[config.mk]
export PLATFORM = sky130hd
export DESIGN_NAME = addr_reuse_detect
export DESIGN_NICKNAME = d
export VERILOG_FILES = /design/src/rtl/addr_reuse_pkg.sv /design/src/rtl/ar_sext.sv /design/src/rtl/ar_add_seg.sv /design/src/rtl/ar_seg_adder.sv /design/src/rtl/ar_locality.sv /design/src/rtl/addr_reuse_detect.sv
export SDC_FILE = /design/constraint.sdc
export NUM_CORES = 1
export LEC_CHECK = 0
export ABC_AREA = 1
export BUFFER_PORTS_ARGS = -buffer_cell sky130_fd_sc_hd__buf_2
export CAP_MARGIN = 20
export CORE_UTILIZATION = 45
export CTS_CLUSTER_SIZE = 20
export DETAILED_ROUTE_END_ITERATION = 10
export GPL_TIMING_DRIVEN = 0
export PLACE_DENSITY = 0.74
export SYNTH_ARGS = -nofsm -noshare
export SYNTH_HDL_FRONTEND = slang
export SYNTH_SLANG_ARGS = --single-unit
export TNS_END_PERCENT = 5
[constraint.sdc]
create_clock -name clk -period 0.8 [get_ports clk]
set_input_delay 0 -clock clk [delete_from_list [all_inputs] [get_ports clk]]
set_output_delay 0 -clock clk [all_outputs]
set_load 0.02 [all_outputs]
[src/rtl/addr_reuse_pkg.sv]
package addr_reuse_pkg;

   // Locality result for one derived address
   typedef struct packed {
      logic same_line;
      logic same_page;
   } locality_t;

   // Segment boundaries of the split adder: 0, line, page, top
   function automatic int seg_bound(input int k, input int line_w,
                                    input int page_w, input int addr_w);
      case (k)
         0:       return 0;
         1:       return line_w;
         2:       return page_w;
         default: return addr_w;
      endcase
   endfunction

endpackage

[src/rtl/ar_sext.sv]
module ar_sext #(
   parameter int IMM_W  = 16,
   parameter int ADDR_W = 32
) (
   input  logic [IMM_W-1:0]  imm,
   output logic [ADDR_W-1:0] imm_ext
);
   localparam int EXT_W = ADDR_W - IMM_W;

   generate
      if (EXT_W == 0) begin : g_same_width
         assign imm_ext = imm;
      end else begin : g_extend
         assign imm_ext = {{EXT_W{imm[IMM_W-1]}}, imm};
      end
   endgenerate

   initial begin
      sext_width_chk: assert (ADDR_W >= IMM_W)
         else $error("ar_sext: ADDR_W must not be below IMM_W");
   end
endmodule

[src/rtl/ar_add_seg.sv]
module ar_add_seg #(
   parameter int SEG_W = 5
) (
   input  logic [SEG_W-1:0] a,
   input  logic [SEG_W-1:0] b,
   input  logic             cin,
   output logic [SEG_W-1:0] sum,
   output logic             cout
);
   logic [SEG_W:0] wide;

   assign wide = {1'b0, a} + {1'b0, b} + {{SEG_W{1'b0}}, cin};
   assign sum  = wide[SEG_W-1:0];
   assign cout = wide[SEG_W];

   initial begin
      seg_width_chk: assert (SEG_W >= 1)
         else $error("ar_add_seg: SEG_W must be positive");
   end
endmodule

[src/rtl/ar_seg_adder.sv]
module ar_seg_adder
   import addr_reuse_pkg::*;
#(
   parameter int ADDR_W = 32,
   parameter int LINE_W = 5,
   parameter int PAGE_W = 13
) (
   input  logic [ADDR_W-1:0] a,
   input  logic [ADDR_W-1:0] b,
   output logic [ADDR_W-1:0] sum,
   output logic              carry_line,
   output logic              carry_page
);
   localparam int NSEG = 3;

   // carry[k] enters segment k
   logic [NSEG-1:0] carry;

   assign carry[0] = 1'b0;

   generate
      for (genvar k = 0; k < NSEG; k++) begin : g_seg
         localparam int LO = seg_bound(k, LINE_W, PAGE_W, ADDR_W);
         localparam int HI = seg_bound(k + 1, LINE_W, PAGE_W, ADDR_W);
         localparam int SW = HI - LO;
         if (k < NSEG - 1) begin : g_mid
            ar_add_seg #(.SEG_W(SW)) u_seg (
               .a    (a[HI-1:LO]),
               .b    (b[HI-1:LO]),
               .cin  (carry[k]),
               .sum  (sum[HI-1:LO]),
               .cout (carry[k+1])
            );
         end else begin : g_top
            // Top segment: its carry out is discarded
            assign sum[HI-1:LO] = a[HI-1:LO] + b[HI-1:LO] + {{(SW-1){1'b0}}, carry[k]};
         end
      end
   endgenerate

   assign carry_line = carry[1];
   assign carry_page = carry[2];

   initial begin
      seg_order_chk: assert (LINE_W >= 1 && PAGE_W > LINE_W && ADDR_W > PAGE_W + 1)
         else $error("ar_seg_adder: need 0 < LINE_W < PAGE_W < ADDR_W-1");
   end
endmodule

[src/rtl/ar_locality.sv]
module ar_locality #(
   parameter int IMM_W   = 16,
   parameter int FIELD_W = 5
) (
   input  logic [IMM_W-1:0] imm,
   input  logic             carry,
   output logic             same
);
   logic sign;
   logic fits;

   assign sign = imm[IMM_W-1];

   generate
      if (FIELD_W >= IMM_W - 1) begin : g_always_fits
         // All displacement bits above the field are sign copies
         assign fits = 1'b1;
      end else begin : g_check_fit
         logic [IMM_W-FIELD_W-1:0] upper;
         assign upper = imm[IMM_W-1:FIELD_W];
         assign fits  = (&upper) | ~(|upper);
      end
   endgenerate

   // Non-negative: no carry keeps locality; negative: carry cancels the
   // all-ones upper half and keeps locality.
   assign same = fits & (sign ? carry : ~carry);


   always_comb begin
      if (imm == '0) begin
         zero_imm_chk: assert (same);
      end
   end

   initial begin
      field_width_chk: assert (FIELD_W >= 1)
         else $error("ar_locality: FIELD_W must be positive");
   end
endmodule

[src/rtl/addr_reuse_detect.sv]
module addr_reuse_detect
   import addr_reuse_pkg::*;
#(
   parameter int ADDR_W = 32,
   parameter int IMM_W  = 16,
   parameter int LINE_W = 5,
   parameter int PAGE_W = 13
) (
   input  logic              clk,
   input  logic              rst_n,
   input  logic              in_valid,
   input  logic [ADDR_W-1:0] in_base,
   input  logic [IMM_W-1:0]  in_imm,
   output logic              out_valid,
   output logic [ADDR_W-1:0] out_sum,
   output logic              out_same_line,
   output logic              out_same_page
);
   localparam int LTAG_W = ADDR_W - LINE_W;
   localparam int PTAG_W = ADDR_W - PAGE_W;

   logic [ADDR_W-1:0] imm_ext;
   logic [ADDR_W-1:0] sum_d;
   logic              carry_line;
   logic              carry_page;
   locality_t         loc_d;
   locality_t         loc_q;
   logic              valid_q;
   logic [ADDR_W-1:0] sum_q;

   ar_sext #(.IMM_W(IMM_W), .ADDR_W(ADDR_W)) u_sext (
      .imm     (in_imm),
      .imm_ext (imm_ext)
   );

   ar_seg_adder #(.ADDR_W(ADDR_W), .LINE_W(LINE_W), .PAGE_W(PAGE_W)) u_add (
      .a          (in_base),
      .b          (imm_ext),
      .sum        (sum_d),
      .carry_line (carry_line),
      .carry_page (carry_page)
   );

   ar_locality #(.IMM_W(IMM_W), .FIELD_W(LINE_W)) u_line (
      .imm   (in_imm),
      .carry (carry_line),
      .same  (loc_d.same_line)
   );

   ar_locality #(.IMM_W(IMM_W), .FIELD_W(PAGE_W)) u_page (
      .imm   (in_imm),
      .carry (carry_page),
      .same  (loc_d.same_page)
   );

   always_ff @(posedge clk or negedge rst_n) begin
      if (!rst_n) begin
         valid_q <= 1'b0;
         sum_q   <= '0;
         loc_q   <= '0;
      end else begin
         valid_q <= in_valid;
         if (in_valid) begin
            sum_q <= sum_d;
            loc_q <= loc_d;
         end
      end
   end

   assign out_valid     = valid_q;
   assign out_sum       = sum_q;
   assign out_same_line = loc_q.same_line;
   assign out_same_page = loc_q.same_page;

   initial begin
      top_param_chk: assert (IMM_W >= 2 && ADDR_W >= IMM_W && LINE_W >= 1
                             && PAGE_W > LINE_W && ADDR_W > PAGE_W + 1)
         else $error("addr_reuse_detect: inconsistent field widths");
   end


   sum_result_chk: assert property (@(posedge clk) disable iff (!rst_n)
      in_valid |=> out_sum == $past(in_base) + ADDR_W'($signed($past(in_imm))));


   valid_follow_chk: assert property (@(posedge clk) disable iff (!rst_n)
      in_valid |=> out_valid);


   valid_idle_chk: assert property (@(posedge clk) disable iff (!rst_n)
      !in_valid |=> !out_valid);


   line_exact_chk: assert property (@(posedge clk) disable iff (!rst_n)
      in_valid |=> out_same_line ==
         (out_sum[ADDR_W-1:LINE_W] == LTAG_W'($past(in_base[ADDR_W-1:LINE_W]))));


   page_exact_chk: assert property (@(posedge clk) disable iff (!rst_n)
      in_valid |=> out_same_page ==
         (out_sum[ADDR_W-1:PAGE_W] == PTAG_W'($past(in_base[ADDR_W-1:PAGE_W]))));


   idle_hold_chk: assert property (@(posedge clk) disable iff (!rst_n)
      !in_valid |=> $stable(out_sum) && $stable(out_same_line) && $stable(out_same_page));


   line_in_page_chk: assert property (@(posedge clk) disable iff (!rst_n)
      out_same_line |-> out_same_page);
endmodule

* Yosys cells after proc, flatten, opt, wreduce, memory -nomap -nowiden
Index checks and enable logic that the tools add are counted.
** Operators by class
- $add $sub $neg :: 5
- Multiplexer cells :: 2
- Bitwise gates (word level) :: 8
- Reduce and logical (&&, ||, !) cells :: 4
** Operators by type and width (count)
- 19-bit by 1-bit adder with 19-bit output :: 1
- 19-bit adder :: 1
- 11-bit AND reduction :: 1
- 11-bit OR reduction :: 1
- 8-bit by 8-bit adder with 9-bit output :: 1
- 9-bit by 1-bit adder with 9-bit output :: 1
- 5-bit by 5-bit adder with 6-bit output :: 1
- 1-bit inverter :: 4
- 3-bit AND reduction :: 1
- 3-bit OR reduction :: 1
- 1-bit AND :: 2
- 1-bit two-way mux :: 2
- 1-bit bitwise OR :: 2
** Storage, ports and cells
- Flip-flop bits (word level) :: 35
- Input bits :: 51
- Word-level logic and storage cells :: 23

* Depth between registers and ports, before layout
- Depth after elaboration :: 5
- Gate-level depth with buffers :: 26
- Depth with buffers taken out :: 26

* Cells and area by module
Synthesis repeated with hierarchy kept, for this count alone.
** Second synthesis, totals
- Cells, all modules :: 501
- Area, all modules :: 3405.8 sq um
** By module, submodules not included
- addr_reuse_detect :: times used 1, cells each 145, area each 1370.1 sq um
- ar_seg_adder :: times used 1, cells each 197, area each 1064.8 sq um
- ar_add_seg (u_add.g_seg[1].g_mid.u_seg) :: times used 1, cells each 59, area each 384.1 sq um
- ar_sext :: times used 1, cells each 32, area each 240.2 sq um
- ar_add_seg (u_add.g_seg[0].g_mid.u_seg) :: times used 1, cells each 40, area each 235.2 sq um
- ar_locality (u_line) :: times used 1, cells each 22, area each 86.3 sq um
- ar_locality (u_page) :: times used 1, cells each 6, area each 25.0 sq um

* Worst setup path before layout
No wires, ideal clock.
- Path kind :: input -> register
- Start point :: in in_base[2]
- End point :: reg sum_q[25] (netlist: out_sum[25])
- Library setup time :: 118 ps
- Arrival :: 2852 ps
- Slack :: -2170 ps
- Stages on the path :: 26
- Cell sequence :: ha_1 nand2_1 nand2_1 nand2_1 nand3_1 fa_1 fa_1 nand2_1 nand2_1 nand2_1 nand2_1 nand4_1 nand2_1 inv_1 fa_1 fa_1 inv_1 nand3_1 nand3_1 nand2_1 nand2_1 nand2_1 nand2_1 nand2_1 nand3_1 nand2_1
** On the way
- Cells in the longest elaborated chain, start to end :: 3
** RTL lines
- start: declaration :: RTL line addr_reuse_detect.sv:12 : input logic [ADDR_W-1:0] in_base,
- 5-bit by 5-bit adder with 6-bit output :: RTL line ar_add_seg.sv:12 : assign wide = {1'b0, a} + {1'b0, b} + {{SEG_W{1'b0}}, cin};
- 9-bit by 1-bit adder with 9-bit output :: RTL line ar_add_seg.sv:12
- 19-bit by 1-bit adder with 19-bit output :: RTL line ar_seg_adder.sv:36 : assign sum[HI-1:LO] = a[HI-1:LO] + b[HI-1:LO] + {{(SW-1){1'b0}}, carry[k]};
- end signal: assignment :: RTL line addr_reuse_detect.sv:64 : sum_q <= sum_d;
- end: declaration :: RTL line addr_reuse_detect.sv:29 : logic [ADDR_W-1:0] sum_q;
Every way passes these cells.
A chain may end at the register's enable or synchronous reset.

* Worst setup path after layout
- Start point :: in in_imm[2]
- End point :: reg loc_q, in the netlist out_same_line
** On the way
- Cells in the longest elaborated chain, start to end :: 4
** RTL lines
- start: declaration :: RTL line addr_reuse_detect.sv:13 : input logic [IMM_W-1:0] in_imm,
- 5-bit by 5-bit adder with 6-bit output (*) :: RTL line ar_add_seg.sv:12
- 1-bit inverter :: RTL line ar_locality.sv:27 : assign same = fits & (sign ? carry : ~carry);
- 1-bit two-way mux (*) :: RTL line ar_locality.sv:27
- 1-bit AND (*) :: RTL line ar_locality.sv:27
- end signal: assignment :: RTL line addr_reuse_detect.sv:65 : loc_q <= loc_d;
- end: declaration :: RTL line addr_reuse_detect.sv:27 : locality_t loc_q;
Mark *: on every way between the ends. The rest lies on a longest branch, timed or not.

==> key figures <==
Status
  – Result of the run: finished, violations left
  – Violations in the final reports: hold timing, setup timing

Die
  – Die area: 6730 um2
  – Starting density of the core: 47.6%
  – Placement Rows: 28
  – Die X: 82.1 um
  – Top-level I/O count: 86
  – Die outline height: 82.1 um
  – Floorplan core area: 6060 um2

Detailed routing
  – Per-cell via count in the routed design: 5.20
  – Starting DRC count in detailed routing: 127
  – Number of vias in the routed layout: 3,190
  – Number of design rule violations left after detail routing: 0
  – WL per Instance: 13.2 um
  – Remaining antenna violation count: 0
  – Final routed wirelength across all metal layers: 8.08 mm
  – 1st-pass router iterations: 5

Yosys
  – Most area-hungry cell type in the Yosys netlist: sky130_fd_sc_hd__dfrtp_1
  – Count of cell types in the netlist: 27
  – Synthesized area per cell: 6.97 um2
  – Share of Yosys cell area claimed by the top area cell type: 30.4%
  – Proportion of synthesized chip area in sequential cells: 30.4%
  – YS warnings: 0
  – Cell count after synthesis: 414
  – Biggest area contributors in the synthesized netlist: sky130_fd_sc_hd__dfrtp_1 30%, sky130_fd_sc_hd__nand2_1 20%, sky130_fd_sc_hd__ha_1 13%
  – Synth Net Count: 499
  – Number of flip-flops and latches in the synthesized netlist: 35
  – Cell area after synthesis: 2880 um2

Timing
  – Number of pins with negative max-slew slack in the final report: 0
  – Setup repair after global routing missed its margin: true
  – Relative max-transition margin: 48.8%
  – Total count of hold-check failures in the final report: 35
  – Worst Slack Setup Final: -2.29 ns
  – Post-layout minimum cycle time: 3.09 ns
  – Clock skew: 0 ns
  – Achievable Freq: 324 MHz
  – Worst hold slack after final layout: -0.214 ns
  – Final period utilization: 386%
  – Setup violators final: 66
  – Worst Tran Pin Value: 0.768 ns

Layout
  – Final cell count without fillers: 614
  – Design area: 3960 um2
  – Final-stage net count: 624
  – Most common cell after layout, fill and taps aside: sky130_fd_sc_hd__nand2_1
  – Layout Utilization: 65.3%
  – Layout-stage area growth over the synthesis result: 37.3%
  – Number of diodes added for antenna fixing: 0
  – Layout cell share with drive strength beyond 1: 31.5%
  – Most used cells in the layout excluding fill and tap cells: 137 x sky130_fd_sc_hd__nand2_1, 77 x sky130_fd_sc_hd__buf_2, 44 x sky130_fd_sc_hd__inv_1, 35 x sky130_fd_sc_hd__dfrtp_1, 32 x sky130_fd_sc_hd__buf_4

Global route
  – First-pass GRT wire length: 12.8 mm
  – Maximum number of pins on one net before global-route repair: 36
  – Initial antenna violation count: 0
  – Vias in the first global route: 2,959
  – Total gr overflow: 0
  – All-layer global routing usage: 25.1%
  – Met1 track utilization from global routing: 29.9%
  – Met2 track utilization from global routing: 43.6%
  – Met3 track utilization from global routing: 4.44%
  – Most utilized layer in the global route result: met2

Critical path
  – Arrival time of data at the critical path endpoint: 3.27 ns
  – Critical path class: in -> reg
  – Maximum fanout along the worst path: 4
  – Critical Path Sink Type: flop
  – Req. time, crit path: 0.98 ns
  – CP Launch Type: primary input

Placed design
  – Post-place instance area: 3470 um2
  – GP Congestion: 0.894
  – Cell total after placement: 574
  – IO Port Bufs: 85
  – DP Wirelength: 5.78 mm

Power and ir drop
  – Worst-case vdd ir drop: 1.02 mV
  – Pwr dens: 1630 nW/um2
  – Total leakage power: 2.20 nW

Clocking
  – Clock latency reported for the late side of the worst-skew pair: 0.28 ns
  – Buffer cell driving the clock tree root: sky130_fd_sc_hd__clkbuf_8
  – Maximum clock path buffer count: 2
  – CTS H-tree depth: 2
  – CTS clk-pin slew, worst paths: 0.08 ns
  – Clock sinks: 35
  – Clock tree from TritonCTS: yes
  – Hold Buf Count CTS: 1
  – Num CTS Buffers: 5

Min path
  – Type of the worst min-delay path: in -> async

Flow run
  – Maximum Capacitance Violations: 0
## cell usage after synthesis, drive strengths merged
cell	count
a31oi	2
nor3	4
clkbuf	4
nand4	5
nand2	153
and2	2
xnor2	6
o21bai	2
nand3b	4
dfrtp	35
a21oi	23
fa	5
nand3	33
o31ai	1
ha	29
o21ai	26
buf	3
or2	1
xor2	6
inv	47
nor2	23
## path summary, 6_finish.rpt
path | start | to | slack (ns) | depth (start not counted)
hold / removal | rst_n | out_sum[16] | -0.21 | 1
hold reg to reg | out_sum[0] | out_sum[0] | 0.48 | 2
max in group asynchronous | rst_n | out_sum[26] | 0.51 | 1
min in group clk | in_imm[0] | out_sum[0] | 0.07 | 4
setup reg to reg | out_sum[8] | out_sum[8] | 0.13 | 2
setup / recovery | in_imm[2] | out_same_line | -2.29 | 28
## through the flow
stage          setup slack (ns)  power [mW]  hold WS, ns  setup TNS (ns)
3_5_place_dp              -2.46        4.67        0.121          -53.46
5_1_grt                   -2.37        6.85       -0.149          -55.60
6_report                  -2.29        6.44       -0.214          -50.57
3_3_place_gp              -2.44        4.61        0.107          -52.16
2_1_floorplan             -1.98        3.83       -0.296          -41.12
4_1_cts                   -2.02        6.21       -0.194          -42.88
## layout make-up
type	count	area (um2)
Fill cell	534	2100
Multi-Input combinational cell	325	1940
Sequential cell	35	876
Timing Repair Buffer	118	738
Inverter	47	179
Tap cell	75	93.8
Clock buffer	6	82.6
Buffer	7	40.0
Clock inverter	1	5.00
## layer usage
metal | share of wire, % | wire [um] | vias to the layer above
li1 | - | - | 1593
met1 | 42 | 3360 | 1464
met2 | 49 | 3950 | 115
met3 | 7.1 | 572 | 18
met4 | 2.3 | 188 | 0
met5 | 0 | 0 | -
## repair_timing
action,4_1_cts,5_1_grt
pin swaps,13,14
setup buffers,23,9
endpoints found under the setup margin,65,67
endpoints found under the hold margin,36,35
resized for setup,27,24
## worst max-delay path, stage by stage
cell and delay [ns]:
sky130_fd_sc_hd__buf_2 0.11, sky130_fd_sc_hd__ha_4 0.25, sky130_fd_sc_hd__nand2_1 0.08, sky130_fd_sc_hd__nand2_2 0.06
sky130_fd_sc_hd__nand2_1 0.08, sky130_fd_sc_hd__nand3_2 0.09, sky130_fd_sc_hd__buf_4 0.15, sky130_fd_sc_hd__buf_4 0.12
sky130_fd_sc_hd__buf_4 0.13, sky130_fd_sc_hd__buf_4 0.12, sky130_fd_sc_hd__buf_4 0.12, sky130_fd_sc_hd__buf_4 0.12
sky130_fd_sc_hd__buf_4 0.13, sky130_fd_sc_hd__buf_4 0.12, sky130_fd_sc_hd__buf_4 0.12, sky130_fd_sc_hd__buf_4 0.12
sky130_fd_sc_hd__buf_4 0.12, sky130_fd_sc_hd__buf_4 0.12, sky130_fd_sc_hd__buf_4 0.12, sky130_fd_sc_hd__buf_4 0.12
sky130_fd_sc_hd__buf_4 0.13, sky130_fd_sc_hd__buf_4 0.13, sky130_fd_sc_hd__buf_4 0.12, sky130_fd_sc_hd__buf_4 0.12
sky130_fd_sc_hd__buf_4 0.12, sky130_fd_sc_hd__xor2_1 0.13, sky130_fd_sc_hd__nand3_1 0.06, sky130_fd_sc_hd__nand2_1 0.05
## power by group
part	leakage [nW]	internal [mW]	switching [mW]
sequential	0.425	2.06	0.186
combinational	1.72	1.24	1.68
clock	0.0470	0.675	0.595
total	2.20	3.98	2.46
## kinds of logic after synthesis
family / Yosys count / share of synthesized area [%]
flops: 35 / 30.4
buf+inv: 54 / 7.51
compound gates: 54 / 9.72
xor+xnor: 12 / 3.64
fa+ha+maj: 34 / 16.1
simple gates: 225 / 32.7
## flip-flops by register name, indices dropped and copies added, names as in the netlist
| name | flops |
|---|---|
| out_same_line | 1 |
| out_same_page | 1 |
| out_sum | 32 |
| out_valid | 1 |
Note: power is estimated with default switching activity, not from simulation.
